`src/rtl/chain_arb_pkg.sv`:
```
package chain_arb_pkg;

    typedef enum logic [1:0] {
        ST_IDLE       = 2'd0,
        ST_WAIT_CHAIN = 2'd1,
        ST_WAIT_BUSY  = 2'd2,
        ST_OWN        = 2'd3
    } arb_state_e;

    // Combinational view of one cell's chain stage.
    typedef struct packed {
        logic pass_on;   // value forwarded downstream
        logic pull_req;  // drive-low enable for the request line
        logic eligible;  // requesting and chain still open
    } chain_view_t;

    function automatic arb_state_e arb_next(
        input arb_state_e cur,
        input logic       want,
        input logic       chain_hi,
        input logic       bus_free
    );
        arb_state_e nxt;
        nxt = cur;
        unique case (cur)
            ST_IDLE: begin
                if (want) nxt = chain_hi ? ST_WAIT_BUSY : ST_WAIT_CHAIN;
            end
            ST_WAIT_CHAIN: begin
                if (!want)         nxt = ST_IDLE;
                else if (chain_hi) nxt = ST_WAIT_BUSY;
            end
            ST_WAIT_BUSY: begin
                if (!want)          nxt = ST_IDLE;
                else if (!chain_hi) nxt = ST_WAIT_CHAIN;
                else if (bus_free)  nxt = ST_OWN;
            end
            ST_OWN: begin
                if (!want) nxt = ST_IDLE;
            end
            default: nxt = ST_IDLE;
        endcase
        return nxt;
    endfunction

endpackage

```
`src/rtl/chain_arb_link.sv`:
```
module chain_arb_link
    import chain_arb_pkg::*;
(
    input  logic        want,
    input  logic        up_chain,
    output chain_view_t view
);
    always_comb begin
        view.pull_req = want;
        view.pass_on  = up_chain & ~want;
        view.eligible = up_chain & want;
    end
endmodule

```
`src/rtl/chain_arb_fsm.sv`:
```
module chain_arb_fsm
    import chain_arb_pkg::*;
(
    input  logic clk,
    input  logic rst,
    input  logic want,
    input  logic chain_hi,
    input  logic bus_free,
    output logic holding
);
    arb_state_e state_q, state_d;

    always_comb state_d = arb_next(state_q, want, chain_hi, bus_free);

    always_ff @(posedge clk) begin
        if (rst) state_q <= ST_IDLE;
        else     state_q <= state_d;
    end

    assign holding = (state_q == ST_OWN);

    // an eligible waiter that sees a free bus claims it at the next edge
    assert_claim_on_free_R10: assert property (@(posedge clk) disable iff (rst)
        (state_q == ST_WAIT_BUSY && want && chain_hi && bus_free) |=> (state_q == ST_OWN));

    // reset leaves the cell idle
    assert_reset_idle_R1: assert property (@(posedge clk)
        rst |=> (state_q == ST_IDLE));
endmodule

```
`src/rtl/chain_arb_cell.sv`:
```
module chain_arb_cell
    import chain_arb_pkg::*;
(
    input  logic clk,
    input  logic rst,
    input  logic req_i,
    input  logic chain_in,
    output logic chain_out,
    output logic breq_low,
    output logic busy_low,
    input  logic busy_sense,
    output logic bus_owned
);
    chain_view_t view;
    logic        holding;

    chain_arb_link link_i (
        .want     (req_i),
        .up_chain (chain_in),
        .view     (view)
    );

    chain_arb_fsm fsm_i (
        .clk      (clk),
        .rst      (rst),
        .want     (req_i),
        .chain_hi (chain_in),
        .bus_free (busy_sense),
        .holding  (holding)
    );

    assign chain_out = view.pass_on;
    assign breq_low  = view.pull_req;
    assign busy_low  = holding;
    assign bus_owned = holding;

    // no win with a blocked chain
    assert_no_win_blocked_R4: assert property (@(posedge clk) disable iff (rst)
        (!bus_owned && !chain_in) |=> !bus_owned);

    // ownership follows a free busy line
    assert_win_needs_free_R5: assert property (@(posedge clk) disable iff (rst)
        $rose(bus_owned) |-> $past(busy_sense));

    // owner is never pre-empted while requesting
    assert_hold_R7: assert property (@(posedge clk) disable iff (rst)
        (bus_owned && req_i) |=> bus_owned);

    // dropping the request releases the bus
    assert_release_R8: assert property (@(posedge clk) disable iff (rst)
        (bus_owned && !req_i) |=> !bus_owned);

    // no ownership after a cycle without a request
    assert_withdraw_R9: assert property (@(posedge clk) disable iff (rst)
        !req_i |=> !bus_owned);

    // an eligible cell is also the one whose chain was open
    assert_eligible_R11: assert property (@(posedge clk) disable iff (rst)
        view.eligible |-> !chain_out);
endmodule

```
`config.mk`:
```
export PLATFORM = sky130hd
export DESIGN_NAME = chain_arb_cell
export DESIGN_NICKNAME = d
export VERILOG_FILES = /design/src/rtl/chain_arb_pkg.sv /design/src/rtl/chain_arb_link.sv /design/src/rtl/chain_arb_fsm.sv /design/src/rtl/chain_arb_cell.sv
export SDC_FILE = /design/constraint.sdc
export NUM_CORES = 1
export LEC_CHECK = 0
export ABC_AREA = 1
export BUFFER_PORTS_ARGS = -buffer_cell sky130_fd_sc_hd__buf_2
export CAP_MARGIN = 40
export CORE_AREA = 2 2 39 41
export DETAILED_ROUTE_END_ITERATION = 6
export DIE_AREA = 0 0 41 43
export HOLD_SLACK_MARGIN = 0.12
export PLACE_DENSITY = 0.35
export SLEW_MARGIN = 5
export SYNTH_ARGS = -nofsm -noshare
export SYNTH_HDL_FRONTEND = slang
export SYNTH_HIERARCHICAL = 1
export SYNTH_SLANG_ARGS = --single-unit
```
`constraint.sdc`:
```
create_clock -name clk -period 1.1 [get_ports clk]
set_input_delay 0.33 -clock clk [delete_from_list [all_inputs] [get_ports clk]]
set_output_delay 0.33 -clock clk [all_outputs]
set_load 0.05 [all_outputs]
```
==> results of run 1 <==
[worst min path at each step]
stage                           from  slack [ns]               end  cells after the start
floorplan                        rst        0.47  fsm_i/state_q[0]                      3
CTS                              rst        0.36  fsm_i/state_q[0]                      4
finish                           rst        0.36  fsm_i/state_q[0]                      4
global placement    fsm_i/state_q[0]        0.54  fsm_i/state_q[0]                      2
global route                     rst        0.36  fsm_i/state_q[0]                      4
detailed placement  fsm_i/state_q[0]        0.53  fsm_i/state_q[0]                      2
[metrics by stage]
step	total power, mW	hold slack (ns)	instance area, µm²
2_1_floorplan	0.2319	0.4662	226.5
3_3_place_gp	0.2641	0.5394	271.5
3_5_place_dp	0.2586	0.5326	271.5
4_1_cts	0.4706	0.3591	345.3
5_1_grt	0.5308	0.3639	364.1
6_report	0.4758	0.3576	364.1
[per-layer routing]
metal / part of all wire (%) / GRT usage (%) / routed length, µm
met1: 44 / 7.668 / 213
met2: 47 / 9.688 / 226
met3: 8.3 / 7.853 / 40
met4: 0 / 4.000 / 0
met5: 0 / 0 / 0
[cell usage in the layout, fill, tap and decap left out]
| cell type | count |
|---|---|
| inv_1 | 10 |
| nand2_1 | 7 |
| clkbuf_4 | 4 |
| nor2_1 | 4 |
| buf_2 | 4 |
| nor2_2 | 3 |
| buf_4 | 3 |
| nand3_2 | 2 |
| nand2_2 | 2 |
| dfxtp_4 | 2 |
| buf_8 | 2 |
| nand2_4 | 1 |
| clkinvlp_4 | 1 |
| nor2_4 | 1 |
| o21ai_0 | 1 |
| a21oi_1 | 1 |
| o21a_1 | 1 |
| nand3_1 | 1 |
| buf_6 | 1 |
[worst min-delay path, delay by kind of cell]
family	cells	cell delay [ns]
buffers and inverters	2	0.12
and+or+nand+nor	2	0.08
[area by class of cell]
type | count | area, µm² | share of cell area [%]
tap | 16 | 20.02 | 5.498
clock buffer | 3 | 22.52 | 6.186
timing repair buffer | 11 | 91.34 | 25.09
multi-input combinational | 24 | 137.6 | 37.80
sequential | 2 | 47.55 | 13.06
inverter | 11 | 45.04 | 12.37
[report_power, final]
part,switching [mW],internal [mW]
logic,0.124,0.0878
registers,0.0130,0.0902
clock network,0.0404,0.120
total,0.178,0.298
[timing repair]
action | 4_1_cts | 5_1_grt
setup endpoints to repair | 3 | 6
hold endpoints to repair | 0 | 0
hold buffers | 0 | 0
setup buffers | 2 | 0
pin swaps | 1 | 3
resized for setup | 12 | 5
==> impl_metrics.tcl, run 1 <==
set metrics [dict create \
    status "finished with violations" \
    violations "setup timing" \
    fill_cells 158 \
    portBuffers 8 \
    critPathMaxStageDelay_ns 0.34 \
    ir_drop_uv 867.3 \
    crit_buf_inv 2 \
    endpoint "bus_owned" \
    initial_core_util_pct 15.28 \
    r2r_end "fsm_i/state_q[1]" \
    place_hpwl_um 332.6 \
    die_area_um2 1763 \
    ios 9 \
    antenna_found_initial 0 \
    clk-insertion-delay-late_ns 0.22 \
    ff2ff_path_depth 6 \
    reg2reg_slack_ns 0.02 \
    start_kind "flip-flop" \
    cp-end-kind "output pin" \
    cts-root-buf "clkbuf_4" \
    pre_cts_ws_ns -0.05429 \
    cts.clk_slew.worst_paths_ns 0.03 \
    top_regs "fsm_i/state_q x2" \
    cts_tree "done" \
    grt_pass1_wl_um 814 \
    layout.nets 58 \
    first_pass_iters 3 \
    coreArea_um2 1384 \
    finalWorstSetupSlack_ns -0.1244 \
    synth.cell_area_um2 211.5 \
    place.gp.congestion 0.6651 \
    grt_pass1_vias 221 \
    clockBufferDepth 2 \
    hold_viol 0 \
    critPathArrivalTime_ns 0.89 \
    htree_levels 1 \
    tightest_slew_ns 0.1568 \
    required_ns 0.77 \
    crit_slowest_cell "dfxtp_4" \
    fp.dieW_um 41 \
    ant_nets 0 \
    crit_fanout 2 \
    largest_reg_flops 2 \
    grt_start_max_net_pins 8 \
    setup_tns_ns -0.2485 \
    dp.cells 62 \
    post_drt_wl_per_cell_um 7.164 \
    gr-total-overflow 0 \
    setup_viol 2 \
    numCtsBuffers 3 \
    antenna_cells 0 \
    wirelength_um 480 \
    drt_iter0_drc 3 \
    cap_violations 0 \
    dieHeight_um 43 \
    syn_inst 39 \
    cp-startpoint "fsm_i/state_q[0]" \
    syn-num-nets 44 \
    slew_viol_final 0 \
    maxSlewHeadroom_pct 89.44 \
    critical-path-top-delay-family "flip-flops" \
    final.period_utilization_pct 111.3 \
    fin_crit_ns 1.224 \
    finClkSkew_ns 0.003254 \
    area_growth_pct 72.19 \
    gr-usage-all-layers_pct 7.615 \
    power_density_nw_per_um2 1307 \
    numClockSinks 2 \
    ys_warn_count 6 \
    synth_area_per_cell_um2 5.422 \
    crit-reg2reg-launch "fsm_i/state_q[0]" \
    path_cells "nand2_4, clkinvlp_4, buf_8" \
    utilization_pct 26.31 \
    drive_above_1_share_pct 50.98 \
    drc 0 \
    vias_per_cell 3.657 \
    path_class "reg -> out" \
    rows 14 \
    vias 245 \
    p_leak_nw 0.2042 \
    top_register "fsm_i/state_q" \
    hold_class "in -> reg" \
    rsz0062_at_grt "true" \
    fmax_ghz 0.8167 \
    path_depth 3 \
    instances_no_fill 67 \
]
(Power assumes the default switching activity.)
==> run 2, diff against run 1 <==
--- a/config.mk
+++ b/config.mk
@@ -6,14 +6,15 @@
 export NUM_CORES = 1
 export LEC_CHECK = 0
 export ABC_AREA = 1
-export BUFFER_PORTS_ARGS = -buffer_cell sky130_fd_sc_hd__buf_2
 export CAP_MARGIN = 40
 export CORE_AREA = 2 2 39 41
 export DETAILED_ROUTE_END_ITERATION = 6
 export DIE_AREA = 0 0 41 43
+export DONT_BUFFER_PORTS = 1
 export HOLD_SLACK_MARGIN = 0.12
-export PLACE_DENSITY = 0.35
-export SLEW_MARGIN = 5
+export PLACE_DENSITY = 0.3
+export SKIP_CTS_REPAIR_TIMING = 1
+export SLEW_MARGIN = 20
 export SYNTH_ARGS = -nofsm -noshare
 export SYNTH_HDL_FRONTEND = slang
 export SYNTH_HIERARCHICAL = 1
==> run 2 against run 1 <==
  * The flow still finishes with violations (setup timing)
  * Core utilization is 3.2 points lower
  * Setup slack improved by 0.013 ns
  * Global-route usage fell by 1.3 points
  * Via count down 9.0%
  * Largest power group unchanged
  * Highest routed layer unchanged
==> impl_metrics.tcl, run 2 (synthesis gave the netlist of run 1 again) <==
set metrics [dict create \
    largest_reg_flops 2 \
    clockBufferDepth 2 \
    critPathArrivalTime_ns 0.88 \
    ff2ff_path_depth 6 \
    path_class "reg -> out" \
    ant_nets 0 \
    crit_fanout 3 \
    netSwitchingPower_mw 0.1566 \
    antenna_found_initial 0 \
    hold_path_end "fsm_i/state_q[0]" \
    clkPwrFrac_pct 35.9 \
    cp-end-kind "output pin" \
    crit-reg2reg-launch "fsm_i/state_q[0]" \
    sw_frac_of_total_pct 35.56 \
    holdPathStages 3 \
    place_hpwl_um 386.4 \
    reg2reg_slack_ns 0.05 \
    clk-insertion-delay-late_ns 0.22 \
    p_leak_nw 0.1735 \
    instances_no_fill 60 \
    finClkSkew_ns 0.003154 \
    mostFrequentLayoutCell "inv_1" \
    grt_pass1_vias 206 \
    grt_pass1_wl_um 724 \
    drive_above_1_share_pct 43.18 \
    maxSlewHeadroom_pct 87.34 \
    post_drt_wl_per_cell_um 8.217 \
    min_from "rst" \
    vias 223 \
    ios 9 \
    r2r_end "fsm_i/state_q[1]" \
    numClockSinks 2 \
    layout.nets 51 \
    power_density_nw_per_um2 1375 \
    htree_levels 1 \
    required_ns 0.77 \
    top_register "fsm_i/state_q" \
    seqCellArea_um2 47.55 \
    hold_class "in -> reg" \
    whs_ns 0.2479 \
    first_pass_iters 2 \
    vias_per_cell 3.717 \
    fmax_ghz 0.8255 \
    fp.dieW_um 41 \
    combPwrFrac_pct 40.1 \
    die_area_um2 1763 \
    violations "setup timing" \
    cts_tree "done" \
    drc 0 \
    finalWorstSetupSlack_ns -0.1113 \
    setup_viol 2 \
    cts.clk_slew.worst_paths_ns 0.03 \
    numCtsBuffers 3 \
    grt_start_max_net_pins 8 \
    drt_iter0_drc 1 \
    p_int_mw 0.2838 \
    top_regs "fsm_i/state_q x2" \
    cts-root-buf "clkbuf_4" \
    place.gp.congestion 0.6331 \
    layout_common_cells "inv_1, nand2_1, nor2_1" \
    hold_viol 0 \
    rsz0062_at_grt "true" \
    cap_violations 0 \
    portBuffers 0 \
    rows 14 \
    final.period_utilization_pct 110.1 \
    gr-total-overflow 0 \
    dp.cells 55 \
    multi_input_area_um2 130.1 \
    coreArea_um2 1384 \
    area_growth_pct 51.48 \
    gr-usage-all-layers_pct 6.313 \
    slew_viol_final 0 \
    dieHeight_um 43 \
    start_kind "flip-flop" \
    fill_cells 167 \
    tightest_slew_ns 0.1893 \
    status "finished with violations" \
    seqPwrFrac_pct 23.9 \
    antenna_cells 0 \
    initial_core_util_pct 15.28 \
    ir_drop_uv 450.6 \
    wirelength_um 493 \
    fin_crit_ns 1.211 \
]
run 2: routing by layer:
metal | part of all wire [%] | up-vias | wire length [µm] | global-route usage, %
met5 | 0 | - | 0 | 0
met4 | 0 | 0 | 0 | 0
met3 | 9.3 | 0 | 46 | 6.283
met2 | 51 | 9 | 250 | 8.438
met1 | 40 | 92 | 196 | 7.668
li1 | - | 122 | - | -
run 2: area by class of cell:
type	instances	area share, %
Multi-Input combinational cell	24	40.63
Timing Repair Buffer	4	17.19
Sequential cell	2	14.84
Inverter	11	14.06
Clock buffer	3	7.031
Tap cell	16	6.250
run 2: worst max-delay path by stage:
stage                      from         to  slack, ns
2_1_floorplan  fsm_i/state_q[0]   busy_low      -0.14
3_3_place_gp   fsm_i/state_q[0]   busy_low       0.07
3_5_place_dp   fsm_i/state_q[1]   busy_low       0.06
4_1_cts        fsm_i/state_q[1]   busy_low      -0.19
5_1_grt        fsm_i/state_q[1]  bus_owned      -0.14
6_report       fsm_i/state_q[1]  bus_owned      -0.11
run 2: power by group through the flow:
stage	Clock, mW	Combinational [mW]	Sequential [mW]
6_report	0.158	0.177	0.105
2_1_floorplan	0	0.128	0.104
3_5_place_dp	0	0.146	0.108
3_3_place_gp	0	0.146	0.109
5_1_grt	0.180	0.199	0.107
4_1_cts	0.169	0.147	0.107
run 2: metrics by stage:
step	area (µm²)	setup TNS [ns]	total power [mW]	worst slack, ns	utilization [%]
after global routing	320.3	-0.3169	0.4864	-0.1414	23.15
final	320.3	-0.2224	0.4405	-0.1113	23.15
after floorplan	226.5	-0.1354	0.2319	-0.1354	-
after CTS	286.5	-0.3725	0.4233	-0.1863	20.71
after detailed placement	264.0	0	0.2547	0.05808	19.08
after global placement	264.0	0	0.2553	0.06511	19.08
run 2: critical path, cell delays in order, from the launching register on:
cell        delay (ns)
dfxtp_4           0.34
nand2_4           0.07
clkinvlp_4        0.08
buf_12            0.17
